File: src/rtl/tx_replay_pkg.sv
`timescale 1ns/1ps
package tx_replay_pkg;
  // Strobes from control to datapath
  typedef struct packed {
    logic wrEn;       // store the offered byte
    logic rdEn;       // advance the speculative read pointer
    logic rewind;     // speculative pointer back to committed pointer
    logic relFrame;   // committed pointer jumps to speculative pointer
    logic freeOnRead; // committed pointer follows each read
  } bufCtl_t;
endpackage

File: src/rtl/tx_replay_dp.sv
`timescale 1ns/1ps
module tx_replay_dp
  import tx_replay_pkg::*;
#(
  parameter int DATA_W = 8,
  parameter int ADDR_W = 3
) (
  input  logic              clk,
  input  logic              rstN,
  input  bufCtl_t           ctl,
  input  logic [DATA_W-1:0] wrData,
  input  logic              wrLast,
  output logic              wrFull,
  output logic              rdAvail,
  output logic [DATA_W-1:0] headData,
  output logic              headLast
);
  localparam int DEPTH = 1 << ADDR_W;
  localparam int PTR_W = ADDR_W + 1;
  localparam logic [PTR_W-1:0] DEPTH_P = PTR_W'(DEPTH);

  logic [DATA_W:0]  store [DEPTH];
  logic [PTR_W-1:0] wrPtr, rdPtr, cmPtr;
  logic [PTR_W-1:0] usedCnt;

  always_ff @(posedge clk) begin
    if (ctl.wrEn) store[wrPtr[ADDR_W-1:0]] <= {wrLast, wrData};
  end

  always_ff @(posedge clk) begin
    if (!rstN) begin
      wrPtr <= '0;
      rdPtr <= '0;
      cmPtr <= '0;
    end else begin
      if (ctl.wrEn) wrPtr <= wrPtr + 1'b1;
      if (ctl.rewind)      rdPtr <= cmPtr;
      else if (ctl.rdEn)   rdPtr <= rdPtr + 1'b1;
      if (ctl.relFrame)                     cmPtr <= rdPtr;
      else if (ctl.rdEn && ctl.freeOnRead)  cmPtr <= rdPtr + 1'b1;
    end
  end

  always_comb begin
    usedCnt  = wrPtr - cmPtr;
    wrFull   = (usedCnt == DEPTH_P);
    rdAvail  = (rdPtr != wrPtr);
    {headLast, headData} = store[rdPtr[ADDR_W-1:0]];
  end
endmodule

File: src/rtl/tx_replay_ctl.sv
`timescale 1ns/1ps
module tx_replay_ctl
  import tx_replay_pkg::*;
#(
  parameter int ADDR_W = 3
) (
  input  logic    clk,
  input  logic    rstN,
  input  logic    cutThrough,
  input  logic    wrValid,
  input  logic    wrLast,
  input  logic    wrFull,
  input  logic    rdAvail,
  input  logic    headLast,
  input  logic    rdReady,
  input  logic    retryReq,
  input  logic    frameDone,
  output bufCtl_t ctl,
  output logic    rdValid,
  output logic    rdFrameAvail,
  output logic    restartReq
);
  localparam int CNT_W = ADDR_W + 1;

  logic [CNT_W-1:0] frameCnt;
  logic awaitDone, bytesSent, dropping;
  logic beat, dropEn, retryHit, partialAbort, doneHit, cntInc, cntDec;

  always_comb begin
    rdValid      = !awaitDone && !dropping && rdAvail && (cutThrough || frameCnt != '0);
    beat         = rdValid && rdReady && !retryReq && !frameDone;
    dropEn       = dropping && rdAvail;
    retryHit     = retryReq && !dropping;
    partialAbort = retryHit && cutThrough && bytesSent;
    doneHit      = frameDone && awaitDone && !retryReq;
    cntInc       = ctl.wrEn && wrLast;
    cntDec       = doneHit || (dropEn && headLast) || (partialAbort && awaitDone);
    rdFrameAvail = (frameCnt != '0);

    ctl.wrEn       = wrValid && !wrFull;
    ctl.rdEn       = beat || dropEn;
    ctl.rewind     = retryHit && !cutThrough;
    ctl.relFrame   = doneHit;
    ctl.freeOnRead = cutThrough;
  end

  always_ff @(posedge clk) begin
    if (!rstN) begin
      frameCnt   <= '0;
      awaitDone  <= 1'b0;
      bytesSent  <= 1'b0;
      dropping   <= 1'b0;
      restartReq <= 1'b0;
    end else begin
      if (cntInc && !cntDec)      frameCnt <= frameCnt + 1'b1;
      else if (cntDec && !cntInc) frameCnt <= frameCnt - 1'b1;

      if (doneHit || retryHit)     awaitDone <= 1'b0;
      else if (beat && headLast)   awaitDone <= 1'b1;

      if (doneHit || retryHit) bytesSent <= 1'b0;
      else if (beat)           bytesSent <= 1'b1;

      if (dropEn && headLast)                dropping <= 1'b0;
      else if (partialAbort && !awaitDone)   dropping <= 1'b1;

      restartReq <= partialAbort;
    end
  end
endmodule

File: src/rtl/tx_replay_buf.sv
`timescale 1ns/1ps
module tx_replay_buf
  import tx_replay_pkg::*;
#(
  parameter int DATA_W = 8,
  parameter int ADDR_W = 3
) (
  input  logic              clk,
  input  logic              rstN,
  input  logic              cutThrough,
  input  logic              wrValid,
  input  logic [DATA_W-1:0] wrData,
  input  logic              wrLast,
  output logic              wrFull,
  output logic              rdValid,
  output logic [DATA_W-1:0] rdData,
  output logic              rdLast,
  input  logic              rdReady,
  output logic              rdFrameAvail,
  input  logic              retryReq,
  input  logic              frameDone,
  output logic              restartReq
);
  bufCtl_t ctl;
  logic    rdAvail;

  tx_replay_ctl #(.ADDR_W(ADDR_W)) uCtl (
    .clk(clk), .rstN(rstN), .cutThrough(cutThrough),
    .wrValid(wrValid), .wrLast(wrLast), .wrFull(wrFull),
    .rdAvail(rdAvail), .headLast(rdLast), .rdReady(rdReady),
    .retryReq(retryReq), .frameDone(frameDone), .ctl(ctl),
    .rdValid(rdValid), .rdFrameAvail(rdFrameAvail), .restartReq(restartReq)
  );

  tx_replay_dp #(.DATA_W(DATA_W), .ADDR_W(ADDR_W)) uDp (
    .clk(clk), .rstN(rstN), .ctl(ctl),
    .wrData(wrData), .wrLast(wrLast), .wrFull(wrFull),
    .rdAvail(rdAvail), .headData(rdData), .headLast(rdLast)
  );
endmodule

File: config.mk
export PLATFORM = sky130hd
export DESIGN_NAME = tx_replay_buf
export DESIGN_NICKNAME = d
export VERILOG_FILES = /design/src/rtl/tx_replay_pkg.sv /design/src/rtl/tx_replay_dp.sv /design/src/rtl/tx_replay_ctl.sv /design/src/rtl/tx_replay_buf.sv
export SDC_FILE = /design/constraint.sdc
export NUM_CORES = 1
export LEC_CHECK = 0
export ABC_AREA = 1
export BUFFER_PORTS_ARGS = -buffer_cell sky130_fd_sc_hd__buf_2
export CORE_MARGIN = 2
export CORE_UTILIZATION = 28
export DETAILED_ROUTE_END_ITERATION = 8
export GPL_TIMING_DRIVEN = 0
export SYNTH_ARGS = -nofsm -noshare
export SYNTH_HDL_FRONTEND = slang
export SYNTH_SLANG_ARGS = --single-unit
File: constraint.sdc
create_clock -name clk -period 3.1 [get_ports clk]
set_clock_uncertainty 0.2 [all_clocks]
set_input_delay 0.62 -clock clk [delete_from_list [all_inputs] [get_ports clk]]
set_output_delay 0.62 -clock clk [all_outputs]
set_load 0.02 [all_outputs]
# Word level (Yosys, flattened, before mapping)
# Memories as Yosys holds them, arrays and structs flattened. A register that Yosys moved wholly into a read port is not among the register bits.
# Index checks and enable logic that the tools add are counted.
[totals]
elab_cells = 68
output_inout_bits = 13
reg_bits = 20
mem_count = 1
mem_bits_rw = 72
[op_classes]
bitwise = 1
addsub = 5
n_reduce_logical = 41
n_eq_ne = 2
mux = 10
[mem_list]
columns = ["name", "depth", "word_bits", "rd", "rd_clocked_by_memory_dff", "write_ports", "line", "text"]
rows = [
  ["uDp.store", 8, 9, 1, 1, 1, "tx_replay_dp.sv:22", "logic [DATA_W:0] store [DEPTH];"],
]
[ops]
columns = ["cell", "n"]
rows = [
  ["$mux 4", 6],
  ["$logic_and 1x1->1", 22],
  ["$add 4x1->4 const B", 3],
  ["$logic_not 1->1", 8],
  ["$mux 3", 2],
  ["$reduce_bool 2->1", 3],
  ["$logic_or 1x1->1", 5],
  ["$eq 4x4->1 const B", 1],
  ["$ne 4x4->1", 1],
  ["$reduce_bool 4->1", 1],
  ["$reduce_or 2->1", 2],
  ["$sub 4x1->4 const B", 1],
  ["$sub 4x4->4", 1],
  ["$mux 1", 2],
  ["$not 1->1", 1],
]

# Depth between registers and ports, before layout
[logic_depth]
ltp_word = 12
depth_mapped = 20
ltp_nobuf = 20

# Hierarchy
# Synthesis repeated with hierarchy kept, for this count alone.
[hier_totals]
hier_cells = 524
area_unflattened_um2 = 4531.8
[by_module_without_submodules]
columns = ["mod", "instances", "seq_area_each_um2", "area_each_um2", "cells_per_inst"]
rows = [
  ["tx_replay_dp", 1, 2462.4, 3970.1, 444],
  ["tx_replay_ctl", 1, 160.2, 561.8, 80],
]

# Least setup slack after synthesis
# Ideal clock, no wire load.
[synth_timing]
path_kind = "input port to flip-flop"
startpoint = "input port retryReq"
endpoint = "register uCtl.frameCnt[3]"
cell_stages = 14
t_required_ns = 2.830
slack_ns = 0.467
t_arrival_ns = 2.364
path_buffers = 1
cell_sequence = "inv_1 > nand3_1 > clkbuf_1 > o21ai_0 > nor2_1 > ha_1 > inv_1 > ha_1 > nand2_1 > nand2_1 > a21oi_1 > xor2_1 > nand2_1 > a21oi_1"
[synth_between]
elab_chain_len = 8
word_cells_on_any_way = 13
classes_between = "1 x mux; 12 x reduce/logical"
[synth_rtl]
columns = ["element", "line", "text"]
rows = [
  ["start: declaration", "tx_replay_buf.sv:20", "input logic retryReq,"],
  ["$logic_and 1x1->1", "tx_replay_ctl.sv:33", "retryHit = retryReq && !dropping;"],
  ["$logic_and 1x1->1 (2 in series)", "tx_replay_ctl.sv:34", "partialAbort = retryHit && cutThrough && bytesSent;"],
  ["$logic_and 1x1->1", "tx_replay_ctl.sv:37", "cntDec = doneHit || (dropEn && headLast) || (partialAbort && awaitDone);"],
  ["$logic_or 1x1->1 (*)", "tx_replay_ctl.sv:37", ""],
  ["$logic_not 1->1", "tx_replay_ctl.sv:55", "if (cntInc && !cntDec) frameCnt <= frameCnt + 1'b1;"],
  ["$logic_and 1x1->1", "tx_replay_ctl.sv:55", ""],
  ["$mux 4 / $reduce_bool 2->1 (equally long branches)", "n/a", ""],
  ["end signal: assignment", "tx_replay_ctl.sv:55", ""],
  ["end signal: assignment", "tx_replay_ctl.sv:56", "else if (cntDec && !cntInc) frameCnt <= frameCnt - 1'b1;"],
  ["end: declaration", "tx_replay_ctl.sv:25", "logic [CNT_W-1:0] frameCnt;"],
]
# Mark *: on every way between the ends. The rest lies on a longest branch, timed or not.
# A chain may end at the register's enable or synchronous reset.

==> impl_metrics.csv <==
group,metric,value,unit
outcome,status,"complete, no violations",
yosys,synth_nets,438,
pwr,p_leak,1.85,nW
critical_path,critPathKind,"reg2out",
global_routing,grt_pass1_wl,15700,um
place,dp.cells,626,
layout,layout-drive-gt1-share,18.4,%
die,die_area,15900,sq um
layout,area_growth,18.4,%
global_routing,grt_usage,12.7,%
cts,clk_path_buf_depth,2,
die,die_h,126,um
sta,setup_ws,0.156,ns
sta,slew_violations,0,
yosys,syn_area_per_cell,10.1,sq um
critical_path,start_kind,"flop",
die,start_util,28.7,%
die,die_x,126,um
yosys,synth_edf_count,72,
yosys,yosysWarnings,0,
place,portBuffers,28,
layout,final_util,34.0,%
cts,cts.clk_slew.worst_paths,0.06,ns
job,cap_viol_max_count,0,
routing,firstDrtPassIters,4,
global_routing,grt_pass1_vias,2977,
yosys,ys_types,28,
cts,numCtsBuffers,9,
global_routing,grt-ovfl-total,0,
critical_path,crit_arrival,2.12,ns
cts,clock_latency,0.34,ns
cts,cts_tree,"yes",
sta,fin_tns_setup,0,ns
critical_path,crit_slowest_cell,"clkbuf_1",
yosys,synth_top_cells_by_area,"edfxtp_1 (52%), dfxtp_1 (11%), nor2_1 (8.0%), o21ai_0 (5.6%), nand2_1 (4.7%)",
hold_path,hp-class,"reg2reg",
layout,fillers,1491,
layout,fin_nets,481,
cts,cts_root_buffer,"clkbuf_16",
cts,htreeDepth,3,
sta,setup_viol,0,
yosys,synth-seq-cells,95,
global_routing,grt_max_degree,17,
sta,maxSlewHeadroom,34.2,%
place,dp_slack,-0.0259,ns
critical_path,slowest_delay,0.50,ns
sta,final_hold_viol_count,0,
routing,wl_per_cell,14.7,um
sta,worstMarginPinSlew,0.982,ns
place,postPlaceCellArea,4580,sq um
routing,first_iter_violations,237,
critical_path,cpLargestDelayFamily,"buffers and inverters",
place,post-dp-hpwl,6420,um
sta,max_freq,0.340,GHz
pwr,peakVddDrop,243,uV
yosys,synth-main-ff-cell,"edfxtp_1",
die,io_pins,29,
routing,vias,2949,
die,core,14500,sq um
yosys,synthesis.instances,413,
critical_path,crit_chain,"buf_2 > clkbuf_1 > nor2_1 > o22ai_1 > nor2_1 > a31oi_1 > buf_2",
critical_path,cp.required,2.28,ns
place,gp_congestion,0.847,
pwr,power,3.03,mW
global_routing,antenna_found_initial,0,
yosys,async_flop_share,0,%
routing,drc,0,
yosys,seq_area_frac_synth,62.8,%
routing,antenna_left,0,
layout,fin_cells,645,
yosys,yosysTopAreaCell,"edfxtp_1",
yosys,syn_area,4180,sq um
critical_path,crit_fanout,10,
layout,insertedDiodeCount,0,
sta,whs,0.262,ns
routing,avgViaCountPerCell,4.57,
pwr,powerDensity,612,nW/um^2
layout,stdcell_area,4940,sq um
routing,routed_wl,9500,um
sta,finalCritPeriodShare,95.0,%
sta,fin_crit,2.94,ns
critical_path,endpoint_kind,"output pin",
yosys,synth_top_area_share,51.8,%
die,rows,44,
cts,clock-sinks,95,
critical_path,critical_path_buf_inv_count,3,
==> metal layers <==
layer	global-route usage, %	vias up	part of all wire (%)
met5	0	-	0
met4	2.13	0	0.48
met3	4.04	6	8.5
met2	20.8	79	47
met1	16.9	1376	44
li1	-	1488	-
==> flip-flops by register name, indices dropped and copies added (netlist names), named ones only <==
register         flops
uDp.wrPtr            4
uDp.cmPtr            4
uCtl.restartReq      1
uDp.rdPtr            4
uCtl.awaitDone       1
uCtl.bytesSent       1
uDp.store           72
uCtl.frameCnt        4
uCtl.dropping        1
==> placed cells by master (no fill, tap or decap) <==
cell and instances:
inv_6 1, fa_1 1, clkinv_2 1, nand2_1 52, buf_4 3, edfxtp_1 72, inv_1 27, o21bai_2 1
nand3b_1 1, nand3_2 2, nor2_2 6, a31oi_1 8, clkinv_4 1, nand2_2 6, clkbuf_1 5, inv_8 1
dfxtp_2 1, o22ai_1 8, a21oi_1 15, clkbuf_2 3, nor3_2 4, ha_2 1, xor2_1 11, buf_2 34
o21ai_0 47, clkinv_1 2, nand3_1 11, nor3b_1 1, ha_1 7, buf_6 1, o21a_1 1, nand2_4 3
bufinv_16 2, inv_2 4, clkbuf_16 9, nor2_1 85, dfxtp_1 22, a21oi_2 1
==> power by group <==
part	switching (mW)	total [mW]	internal [mW]	leakage, nW
clock network	0.464	1.18	0.714	0.157
registers	0.0280	1.45	1.42	0.841
logic	0.269	0.402	0.133	0.853
==> synth_stat cells (6+ instances only) <==
cell	n
a21oi_1	16
dfxtp_1	23
nand2_2	6
clkbuf_1	6
xor2_1	11
nor2_1	89
inv_1	28
a31oi_1	8
buf_2	6
ha_1	8
o21ai_0	47
nand2_1	52
nand3_1	11
edfxtp_1	72
o22ai_1	8
==> repair_timing <==
item	CTS	global route
pin swaps	0	1
setup buffers	0	3
hold endpoints to repair	0	0
setup endpoints to repair	9	34
resized for setup	1	12
hold buffers	0	0
==> cells by family (layout without fill, tap and decap cells) <==
family | after synthesis | count (layout) | share of synthesized area (%)
adders and majority gates | 9 | 9 | 2.88
xor gates and xnor gates | 11 | 11 | 2.31
buffers and inverters | 46 | 94 | 4.34
AOI/OAI and AO/OA | 81 | 81 | 10.4
DFF | 95 | 95 | 62.8
and+or+nand+nor | 171 | 171 | 17.3
==> worst reg2reg max path, delay by kind of cell, from the launching register on <==
kind	cells	cell delay (ns)
AOI/OAI and AO/OA	3	0.41
and+or+nand+nor	9	0.76
adders and majority gates	3	0.68
buffers and inverters	2	0.18
DFF	1	0.41
xor gates and xnor gates	1	0.16
==> area by class of cell <==
class / instances / area [sq um] / share of cell area [%]
plain buffers: 13 / 60.1 / 1.21
clock inverters: 6 / 92.6 / 1.87
repair buffers: 32 / 174 / 3.52
well taps: 184 / 230 / 4.66
multi-input cells: 272 / 1410 / 28.5
flip-flops and latches: 95 / 2620 / 53.1
inverters: 33 / 125 / 2.53
clock buffers: 10 / 229 / 4.63
==> worst paths after layout <==
path	from	end	slack (ns)	cells past startpoint
max	flop	rdData[0]	0.16	7
min	uCtl.bytesSent	uCtl.bytesSent	0.26	2
max reg2reg	uDp.wrPtr[0]	uCtl.frameCnt[3]	0.23	18
min reg2reg	uCtl.bytesSent	uCtl.bytesSent	0.26	2
Power figures use the tool's default switching activity.
